File: config.mk
export PLATFORM = sky130hd
export DESIGN_NAME = wdt_ctrl
export DESIGN_NICKNAME = d
export VERILOG_FILES = /design/src/rtl/wdt_pkg.sv /design/src/rtl/wdt_unlock_fsm.sv /design/src/rtl/wdt_timeout.sv /design/src/rtl/wdt_ctrl.sv
export SDC_FILE = /design/constraint.sdc
export NUM_CORES = 1
export LEC_CHECK = 0
export BUFFER_PORTS_ARGS = -buffer_cell sky130_fd_sc_hd__buf_2
export CORE_UTILIZATION = 35
export CTS_CLUSTER_SIZE = 10
export DETAILED_ROUTE_END_ITERATION = 7
export PLACE_DENSITY_LB_ADDON = 0.05
export SLEW_MARGIN = 20
export SYNTH_ARGS = -nofsm -noshare
export SYNTH_HDL_FRONTEND = slang
export SYNTH_HIERARCHICAL = 1
export SYNTH_SLANG_ARGS = --single-unit
File: constraint.sdc
create_clock -name clk -period 5.25 [get_ports clk]
set_input_delay 0.525 -clock clk [delete_from_list [all_inputs] [get_ports clk]]
set_output_delay 0.525 -clock clk [all_outputs]
set_load 0.05 [all_outputs]
File: src/rtl/wdt_pkg.sv
package wdt_pkg;

    localparam int PRE_W = 4;

    typedef enum logic {
        UNL_LOCKED = 1'b0,
        UNL_ARMED  = 1'b1
    } unl_state_e;

    typedef struct packed {
        logic [PRE_W-1:0] pre;
        logic             irq_mode;
        logic             status;
        logic             en;
        logic             unl;
    } wdt_ctl_t;

    localparam logic [PRE_W-1:0] RST_PRE = 4'h1;

endpackage

File: src/rtl/wdt_unlock_fsm.sv
module wdt_unlock_fsm
    import wdt_pkg::*;
(
    input  logic clk,
    input  logic rst_n,
    input  logic force_lock,
    input  logic wr,
    input  logic wr_bit0,
    input  logic retire,
    output logic armed,
    output logic commit
);

    unl_state_e state_q, state_d;

    always_ff @(posedge clk or negedge rst_n) begin
        if (!rst_n) state_q <= UNL_LOCKED;
        else        state_q <= state_d;
    end

    always_comb begin
        state_d = state_q;
        unique case (state_q)
            UNL_LOCKED: begin
                if (!force_lock && wr && wr_bit0) state_d = UNL_ARMED;     // ARM
            end
            UNL_ARMED: begin
                if (force_lock)   state_d = UNL_LOCKED;                    // FORCE
                else if (wr)      state_d = UNL_LOCKED;                    // COMMIT
                else if (retire)  state_d = UNL_LOCKED;                    // CANCEL
            end
            default: state_d = UNL_LOCKED;
        endcase
    end

    always_comb begin
        armed  = (state_q == UNL_ARMED);
        commit = (state_q == UNL_ARMED) && wr;
    end

endmodule

File: src/rtl/wdt_timeout.sv
module wdt_timeout
    import wdt_pkg::*;
#(
    parameter int CNT_W    = 16,
    parameter int PRE_BASE = 9
) (
    input  logic             clk,
    input  logic             rst_n,
    input  logic             en,
    input  logic [PRE_W-1:0] pre,
    input  logic             tick,
    input  logic             clear,
    output logic             expire,
    output logic             imm
);

    localparam logic [PRE_W-1:0] MAX_CODE = PRE_W'(CNT_W - PRE_BASE);
    localparam logic [PRE_W-1:0] IMM_CODE = PRE_W'(CNT_W - PRE_BASE + 1);

    logic [CNT_W-1:0] cnt_q;
    logic [CNT_W:0]   span;
    logic [CNT_W:0]   last;
    logic             code_ok;
    logic             tmo;

    always_comb begin
        span    = (CNT_W+1)'(1) << (PRE_BASE + int'(pre));
        last    = span - (CNT_W+1)'(1);
        code_ok = (pre <= MAX_CODE);
        tmo     = en && tick && code_ok && (cnt_q == last[CNT_W-1:0]);
        imm     = en && (pre == IMM_CODE);
        expire  = tmo || imm;
    end

    always_ff @(posedge clk or negedge rst_n) begin
        if (!rst_n)          cnt_q <= '0;
        else if (clear)      cnt_q <= '0;
        else if (en && tick) cnt_q <= cnt_q + 1'b1;
    end

endmodule

File: src/rtl/wdt_ctrl.sv
module wdt_ctrl
    import wdt_pkg::*;
#(
    parameter int CNT_W    = 16,
    parameter int PRE_BASE = 9
) (
    input  logic       clk,
    input  logic       rst_n,
    input  logic       tick,
    input  logic       retire,
    input  logic       ctl_wr,
    input  logic [7:0] ctl_wdata,
    input  logic       psm_evt,
    output logic [7:0] ctl_rdata,
    output logic       wd_rst_req,
    output logic       wd_irq
);

    wdt_ctl_t         wr_f, rd_f;
    logic [PRE_W-1:0] pre_q, pre_d;
    logic             mode_q, mode_d, stat_q, stat_d, en_q, en_d;
    logic             armed, commit, expire, imm;
    logic             exp_rst, exp_irq, cnt_clr;
    logic             rst_q, irq_q;

    assign wr_f    = wdt_ctl_t'(ctl_wdata);
    assign exp_rst = expire && (imm || !mode_q);
    assign exp_irq = expire && !imm && mode_q;
    assign cnt_clr = expire || (commit && wr_f.en);

    wdt_unlock_fsm u_unlock (
        .clk        (clk),
        .rst_n      (rst_n),
        .force_lock (exp_rst),
        .wr         (ctl_wr),
        .wr_bit0    (wr_f.unl),
        .retire     (retire),
        .armed      (armed),
        .commit     (commit)
    );

    wdt_timeout #(.CNT_W(CNT_W), .PRE_BASE(PRE_BASE)) u_timeout (
        .clk    (clk),
        .rst_n  (rst_n),
        .en     (en_q),
        .pre    (pre_q),
        .tick   (tick),
        .clear  (cnt_clr),
        .expire (expire),
        .imm    (imm)
    );

    always_comb begin
        pre_d  = pre_q;
        mode_d = mode_q;
        stat_d = stat_q;
        en_d   = en_q;
        if (exp_rst) begin
            pre_d  = RST_PRE;
            mode_d = 1'b0;
            stat_d = 1'b1;
            en_d   = 1'b0;
        end else begin
            if (commit) begin
                pre_d  = wr_f.pre;
                mode_d = wr_f.irq_mode;
                stat_d = stat_q && wr_f.status;
                en_d   = wr_f.en;
            end
            if (exp_irq) stat_d = 1'b1;
            if (psm_evt) en_d   = 1'b0;
        end
    end

    always_ff @(posedge clk or negedge rst_n) begin
        if (!rst_n) begin
            pre_q  <= RST_PRE;
            mode_q <= 1'b0;
            stat_q <= 1'b0;
            en_q   <= 1'b0;
            rst_q  <= 1'b0;
            irq_q  <= 1'b0;
        end else begin
            pre_q  <= pre_d;
            mode_q <= mode_d;
            stat_q <= stat_d;
            en_q   <= en_d;
            rst_q  <= exp_rst;
            irq_q  <= exp_irq;
        end
    end

    always_comb begin
        rd_f.pre      = pre_q;
        rd_f.irq_mode = mode_q;
        rd_f.status   = stat_q;
        rd_f.en       = en_q;
        rd_f.unl      = armed;
    end

    assign ctl_rdata  = rd_f;
    assign wd_rst_req = rst_q;
    assign wd_irq     = irq_q;

endmodule

==> results.md, run 1 <==
- Maxcap violations: 0
- Share of flip-flops with an asynchronous set or reset: 100%
- Setup Slack @ Placement: 2.44 ns
- Die X: 70.0 um
- Leak pwr: 0.806 nW
- Critical Setup Path Class: register to register
- Kind of launch point of the worst setup path: register
- Congestion Overflow GR: 0
- Seq cells post-synth: 26
- Placed inst area: 1680 um^2
- Antenna diodes: 0
- Capturing element type of the critical path: register
- Layout area overhead: 7.35%
- Peak fanout along the critical path: 17
- Post-layout worst setup margin: 2.44 ns
- Final max-slew violation count: 0
- HPWL reported at the end of detailed placement: 2370 um
- Worst slew slack as a fraction of its limit: 59.5%
- Fillcell total: 446
- Outcome: completed
- Syn Area/Cell: 9.57 um^2
- Site row count: 24
- Largest net degree at the start of global routing: 27
- Initial antenna violation count: 0
- Top-level port count: 24
- CTS clock-pin slew for the worst setup and hold paths: 0.09 ns
- Reg2Reg Launch Point: pre_q[1]$_DFFE_PN0P_
- Distinct cell type count after synthesis: 52
- Final count of hold timing violations: 0
- Final instance count without filler cells: 234
- Destination of the worst register-to-register timing path: u_timeout/cnt_q[13]$_DFFE_PN0P_
- GRT Resource Usage Total: 14.1%
- Top achievable clock speed: 0.356 GHz
- Number of nets in the layout: 199
- Die area: 4890 um^2
- Clock buffer depth: 2
- Master cell of the clock root buffer: clkbuf_8
- RSZ-0062 raised after global routing: no
- Most numerous cell in the Yosys netlist: dfrtp_1
- Endpoint arrival time on the critical path: 2.98 ns
- Core Box Area: 4380 um^2
- Most used flip-flop cell after synthesis: dfrtp_1
- Path class of the lowest-slack min-delay path: input port to async pin
- PwrDens: 310 nW/um^2
- Cells after DPL: 230
- Number of enable flip-flop cells after synthesis: 0
- Post-synth top area cell: dfrtp_1
- Synth top area share: 38.7%
- CTS tree: yes
- Transition at the pin with the smallest max-transition slack: 0.607 ns
- Fraction of the yosys area taken by sequential cells: 40.3%
- Count of buffers added by post-CTS timing repair for setup: 0
- Vias after detailed routing: 1216
- Post-synthesis instance total: 169
- Commonest cells in the netlist: 25 x dfrtp_1, 18 x nor2_1, 12 x nand2_1
- Netlist Area Pre-Place: 1620 um^2
- VDD IR max: 142 uV
- Utilization of the core after routing: 39.6%
- Count of clock tree sinks: 26
- Standard cell with the maximum stage delay on the critical path: or4_4
- Clock latency of the later-clocked register in the worst-skew pair: 0.27 ns
- Top post-synthesis cells by area: dfrtp_1 39%, xor2_1 6.0%, nor2_1 4.2%
- Ratio of cells with drive above 1 in the final layout: 22.0%
- RePlAce Congestion: 0.801
- Final Setup Violations: 0
- Cell-by-cell listing of the critical path: or4_4 -> nor3_2 -> a211o_1 -> o211ai_1 -> o21bai_2 -> inv_1 -> nand2_1 -> a311oi_1 -> a41o_1
- Number of buffers added to fix hold violations after cts: 0
- Global-route wire length before repair: 5450 um
- Tmin final: 2.81 ns
- Number of input and output port buffers inserted: 23
- Number of vias per cell after detailed routing: 5.20
- PnR Total Power: 0.539 mW
- DRC errors left: 0
- Number of gates resized after cts: 0
- Length of the first detailed-routing pass in iterations: 4
- YS warnings: 6
- Delay contributed by the slowest stage of the critical path: 0.58 ns
- Maximum clock skew at final layout: 0.00258 ns
- Deepest level of the CTS H-tree: 1
- Antenna violation net count after detailed routing: 0
- Flop2flop setup slack: 2.44 ns
- Effective utilization at floorplan: 36.9%
- Worst path top cell family by delay: simple AND/OR/NAND/NOR gates
- Final period util: 53.5%
- Number of buffers created by CTS: 3
- Total Routed Length: 3200 um
- CP bufs+invs: 1
- Cell area after layout: 1740 um^2
- Via count of the first global-routing pass: 1152
- Fin Hold WS: 0.239 ns
- Logic depth of the worst register-to-register path: 9
- Initial detailed-routing violation count: 56
- Required time of the critical path: 5.42 ns
- Vertical extent of the die: 70.0 um
- Post-Route Setup TNS: 0 ns
- Average wire per standard cell: 13.7 um
-- placed cells by master (no fill, tap or decap), types with 3 or more instances in the layout --
master     n
nand3_1    7
and3_1     4
nor3_1     4
mux2i_1    5
nand4_1    5
nor2_1    18
a21oi_1    9
nand2_1   12
clkbuf_8   4
buf_2     23
nand2b_1   3
dfrtp_1   25
xor2_1    11
xnor2_1    7
inv_1      3
nor4_1     4
-- worst max-delay path by stage --
stage | start | end | slack, ns | cells past startpoint
after floorplan | pre_q[1]$_DFFE_PN0P_ | u_timeout/cnt_q[0]$_DFFE_PN0P_ | 2.55 | 12
after detailed placement | pre_q[1]$_DFFE_PN0P_ | u_timeout/cnt_q[13]$_DFFE_PN0P_ | 2.44 | 9
final | pre_q[1]$_DFFE_PN0P_ | u_timeout/cnt_q[13]$_DFFE_PN0P_ | 2.44 | 9
after CTS | pre_q[1]$_DFFE_PN0P_ | u_timeout/cnt_q[13]$_DFFE_PN0P_ | 2.45 | 9
after global routing | pre_q[2]$_DFFE_PN0P_ | u_timeout/cnt_q[13]$_DFFE_PN0P_ | 2.22 | 9
after global placement | pre_q[1]$_DFFE_PN0P_ | u_timeout/cnt_q[13]$_DFFE_PN0P_ | 2.57 | 9
-- worst reg2reg max path: stages, from the launching register on --
cell and delay, ns:
dfrtp_1 0.50, or4_4 0.58, nor3_2 0.11, a211o_1 0.11, o211ai_1 0.10, o21bai_2 0.37, inv_1 0.11, nand2_1 0.47
a311oi_1 0.11, a41o_1 0.23
-- layer usage --
metal / track usage [%] / vias to the layer above / share of wire [%]
met2: 23.4 / 24 / 49
li1: - / 611 / -
met4: 4.00 / 0 / 1.0
met3: 3.46 / 4 / 3.5
met5: 0 / - / 0
met1: 18.1 / 577 / 47
-- final cells by class --
cell class,instances,area (um^2),share of cell area (%)
inverters,3,11.3,0.649
well taps,52,65.1,3.75
multi-input cells,126,837,48.2
flip-flops and latches,26,652,37.6
clock buffers,4,55.1,3.17
repair buffers,23,115,6.63
-- sequential cells by signal, summed over array words and instances, names as in the netlist --
name / flops
u_timeout/cnt_q: 16
pre_q: 4
en_q: 1
mode_q: 1
stat_q: 1
u_unlock/armed: 1
wd_irq: 1
wd_rst_req: 1
-- cells by family after synthesis --
kind of cell    share of synthesized area [%]
xor+xnor                                 9.75
compound gates                           12.3
buf+inv                                  8.13
flops                                    40.3
mux                                      3.10
fa+ha+maj                                1.55
other cells                             0.232
simple gates                             24.6
-- power breakdown --
| group | switching, mW | total, mW | internal, mW |
|---|---|---|---|
| combinational | 0.0966 | 0.150 | 0.0531 |
| clock | 0.0652 | 0.132 | 0.0671 |
| sequential | 0.0370 | 0.257 | 0.220 |
| total | 0.199 | 0.539 | 0.340 |
Power figures use the tool's default switching activity.
==> run 2, diff against run 1 <==
Clock period 5.25 ns to 2.45 ns, I/O delays scaled along.
==> run 2 against run 1 <==
  * Register-to-register slack worse by 2.2 ns
  * Core utilization is 0.66 points higher
  * Combinational power is 120% higher
  * Worst setup slack worse by 2.2 ns
  * Via count is 2.8% higher
  * Clock power is 110% higher
  * Global-route usage is 1.8 points higher
  * Die area stayed put
  * Worst hold slack worse by 0.13 ns
  * Critical endpoint unchanged
  * Largest cell class unchanged
  * Highest routed layer unchanged
==> results.md, run 2 (synthesis results as in run 1) <==
- Layout area overhead: 9.13%
- Delay contributed by the slowest stage of the critical path: 0.55 ns
- Final max-slew violation count: 0
- RePlAce Congestion: 0.770
- Hold path startpoint: psm_evt
- Reg2Reg Launch Point: pre_q[1]$_DFFE_PN0P_
- Clock latency of the later-clocked register in the worst-skew pair: 0.27 ns
- Combinational share of power: 27.8%
- Cell area after layout: 1760 um^2
- Global-route wire length before repair: 6300 um
- Count of clock tree sinks: 26
- CP bufs+invs: 1
- Via count of the first global-routing pass: 1335
- Largest net degree at the start of global routing: 27
- Post-layout worst setup margin: 0.273 ns
- DRC errors left: 0
- Transition at the pin with the smallest max-transition slack: 0.591 ns
- Placed inst area: 1700 um^2
- Capturing element type of the critical path: register
- Outcome: completed
- Worst path top cell family by delay: simple AND/OR/NAND/NOR gates
- Length of the first detailed-routing pass in iterations: 4
- PnR Total Power: 1.16 mW
- Worst path depth: 9
- Top-level port count: 24
- Setup Slack @ Placement: 0.283 ns
- Site row count: 24
- Critical Setup Path Class: register to register
- Initial detailed-routing violation count: 32
- Flop2flop setup slack: 0.27 ns
- CTS clock-pin slew for the worst setup and hold paths: 0.10 ns
- Endpoint arrival time on the critical path: 2.34 ns
- PwrDens: 660 nW/um^2
- Antenna violation net count after detailed routing: 0
- Largest registers in the final layout: u_timeout/cnt_q: 16 flops, pre_q: 4 flops
- Antenna diodes: 0
- Clock buffer depth: 2
- Path class of the lowest-slack min-delay path: input port to register
- Final instance count without filler cells: 237
- Internal power: 0.734 mW
- Kind of launch point of the worst setup path: register
- Number of buffers created by CTS: 3
- Number of input and output port buffers inserted: 23
- Clock network power share: 24.3%
- Final count of hold timing violations: 0
- Average wire per standard cell: 14.9 um
- Fillcell total: 470
- Cells after DPL: 232
- Vias after detailed routing: 1250
- RSZ-0062 raised after global routing: no
- Number of gates resized after cts: 0
- Congestion Overflow GR: 0
- Top achievable clock speed: 0.459 GHz
- Hold path depth: 2
- Leak pwr: 0.818 nW
- Cell-by-cell listing of the critical path: or4_4 -> nor3_2 -> a211o_1 -> o211ai_1 -> o21bai_2 -> inv_1 -> nand2_1 -> a311oi_1 -> a41o_1
- Initial antenna violation count: 0
- Deepest level of the CTS H-tree: 1
- Master cell of the clock root buffer: clkbuf_8
- CTS tree: yes
- Count of buffers added by post-CTS timing repair for setup: 0
- Standard cell with the maximum stage delay on the critical path: or4_4
- Core Box Area: 4380 um^2
- Effective utilization at floorplan: 36.9%
- Post-Route Setup TNS: 0 ns
- Destination of the worst register-to-register timing path: u_timeout/cnt_q[13]$_DFFE_PN0P_
- Fin Hold WS: 0.111 ns
- Register containing the most flip-flops in the final layout: u_timeout/cnt_q
- Final period util: 88.8%
- Die X: 70.0 um
- Required time of the critical path: 2.61 ns
- Logic depth of the worst register-to-register path: 9
- Tmin final: 2.18 ns
- Worst hold endpoint: en_q$_DFFE_PN0P_
- Proportion of total power due to net switching: 37.0%
- Maximum clock skew at final layout: 0.00647 ns
- HPWL reported at the end of detailed placement: 2620 um
- GRT Resource Usage Total: 15.9%
- Ratio of cells with drive above 1 in the final layout: 24.3%
- Worst slew slack as a fraction of its limit: 60.6%
- Maxcap violations: 0
- Number of vias per cell after detailed routing: 5.27
- Utilization of the core after routing: 40.2%
- Number of nets in the layout: 202
- Highest-count cells in the layout ignoring fill and taps: 23 x buf_2, 22 x dfrtp_1, 18 x nor2_1
- Commonest non-fill, non-tap cell in the layout: buf_2
- Share of total power in sequential cells: 47.8%
- VDD IR max: 397 uV
- Flip-flop count of the largest register after layout: 16
- Vertical extent of the die: 70.0 um
- Switching power: 0.430 mW
- Die area: 4890 um^2
- Total Routed Length: 3530 um
- Final Setup Violations: 0
- Peak fanout along the critical path: 12
run 2: timing repair:
| item | in CTS | in global routing |
|---|---|---|
| endpoints found under the setup margin | 0 | 0 |
| endpoints found under the hold margin | 15 | 0 |
| hold buffers | 1 | 0 |
run 2: worst max-delay path by stage:
stage,endpoint,startpoint,slack [ns]
finish,u_timeout/cnt_q[13]$_DFFE_PN0P_,pre_q[1]$_DFFE_PN0P_,0.27
global route,u_timeout/cnt_q[14]$_DFFE_PN0P_,pre_q[1]$_DFFE_PN0P_,0.13
CTS,u_timeout/cnt_q[3]$_DFFE_PN0P_,pre_q[1]$_DFFE_PN0P_,0.26
detailed placement,u_timeout/cnt_q[3]$_DFFE_PN0P_,pre_q[1]$_DFFE_PN0P_,0.28
global placement,u_timeout/cnt_q[13]$_DFFE_PN0P_,pre_q[1]$_DFFE_PN0P_,0.34
floorplan,u_timeout/cnt_q[13]$_DFFE_PN0P_,pre_q[1]$_DFFE_PN0P_,0.03
run 2: final cells by class:
type                            count  area [um^2]  share of cell area, %
Tap cell                           52         65.1                   3.69
Timing Repair Buffer               26          140                   7.94
Sequential cell                    26          656                   37.2
Clock buffer                        4         55.1                   3.12
Inverter                            3         11.3                  0.638
Multi-Input combinational cell    126          837                   47.4
run 2: power groups by stage:
stage | registers [mW] | logic [mW] | clock network (mW)
6_report | 0.557 | 0.324 | 0.283
3_3_place_gp | 0.560 | 0.323 | 0
4_1_cts | 0.557 | 0.327 | 0.294
3_5_place_dp | 0.564 | 0.326 | 0
5_1_grt | 0.570 | 0.355 | 0.315
2_1_floorplan | 0.583 | 0.282 | 0
run 2: layer usage:
layer	GRT usage [%]	wire length [um]
met4	4.00	14
met1	22.0	1670
met2	26.4	1730
met5	0	0
met3	1.73	104
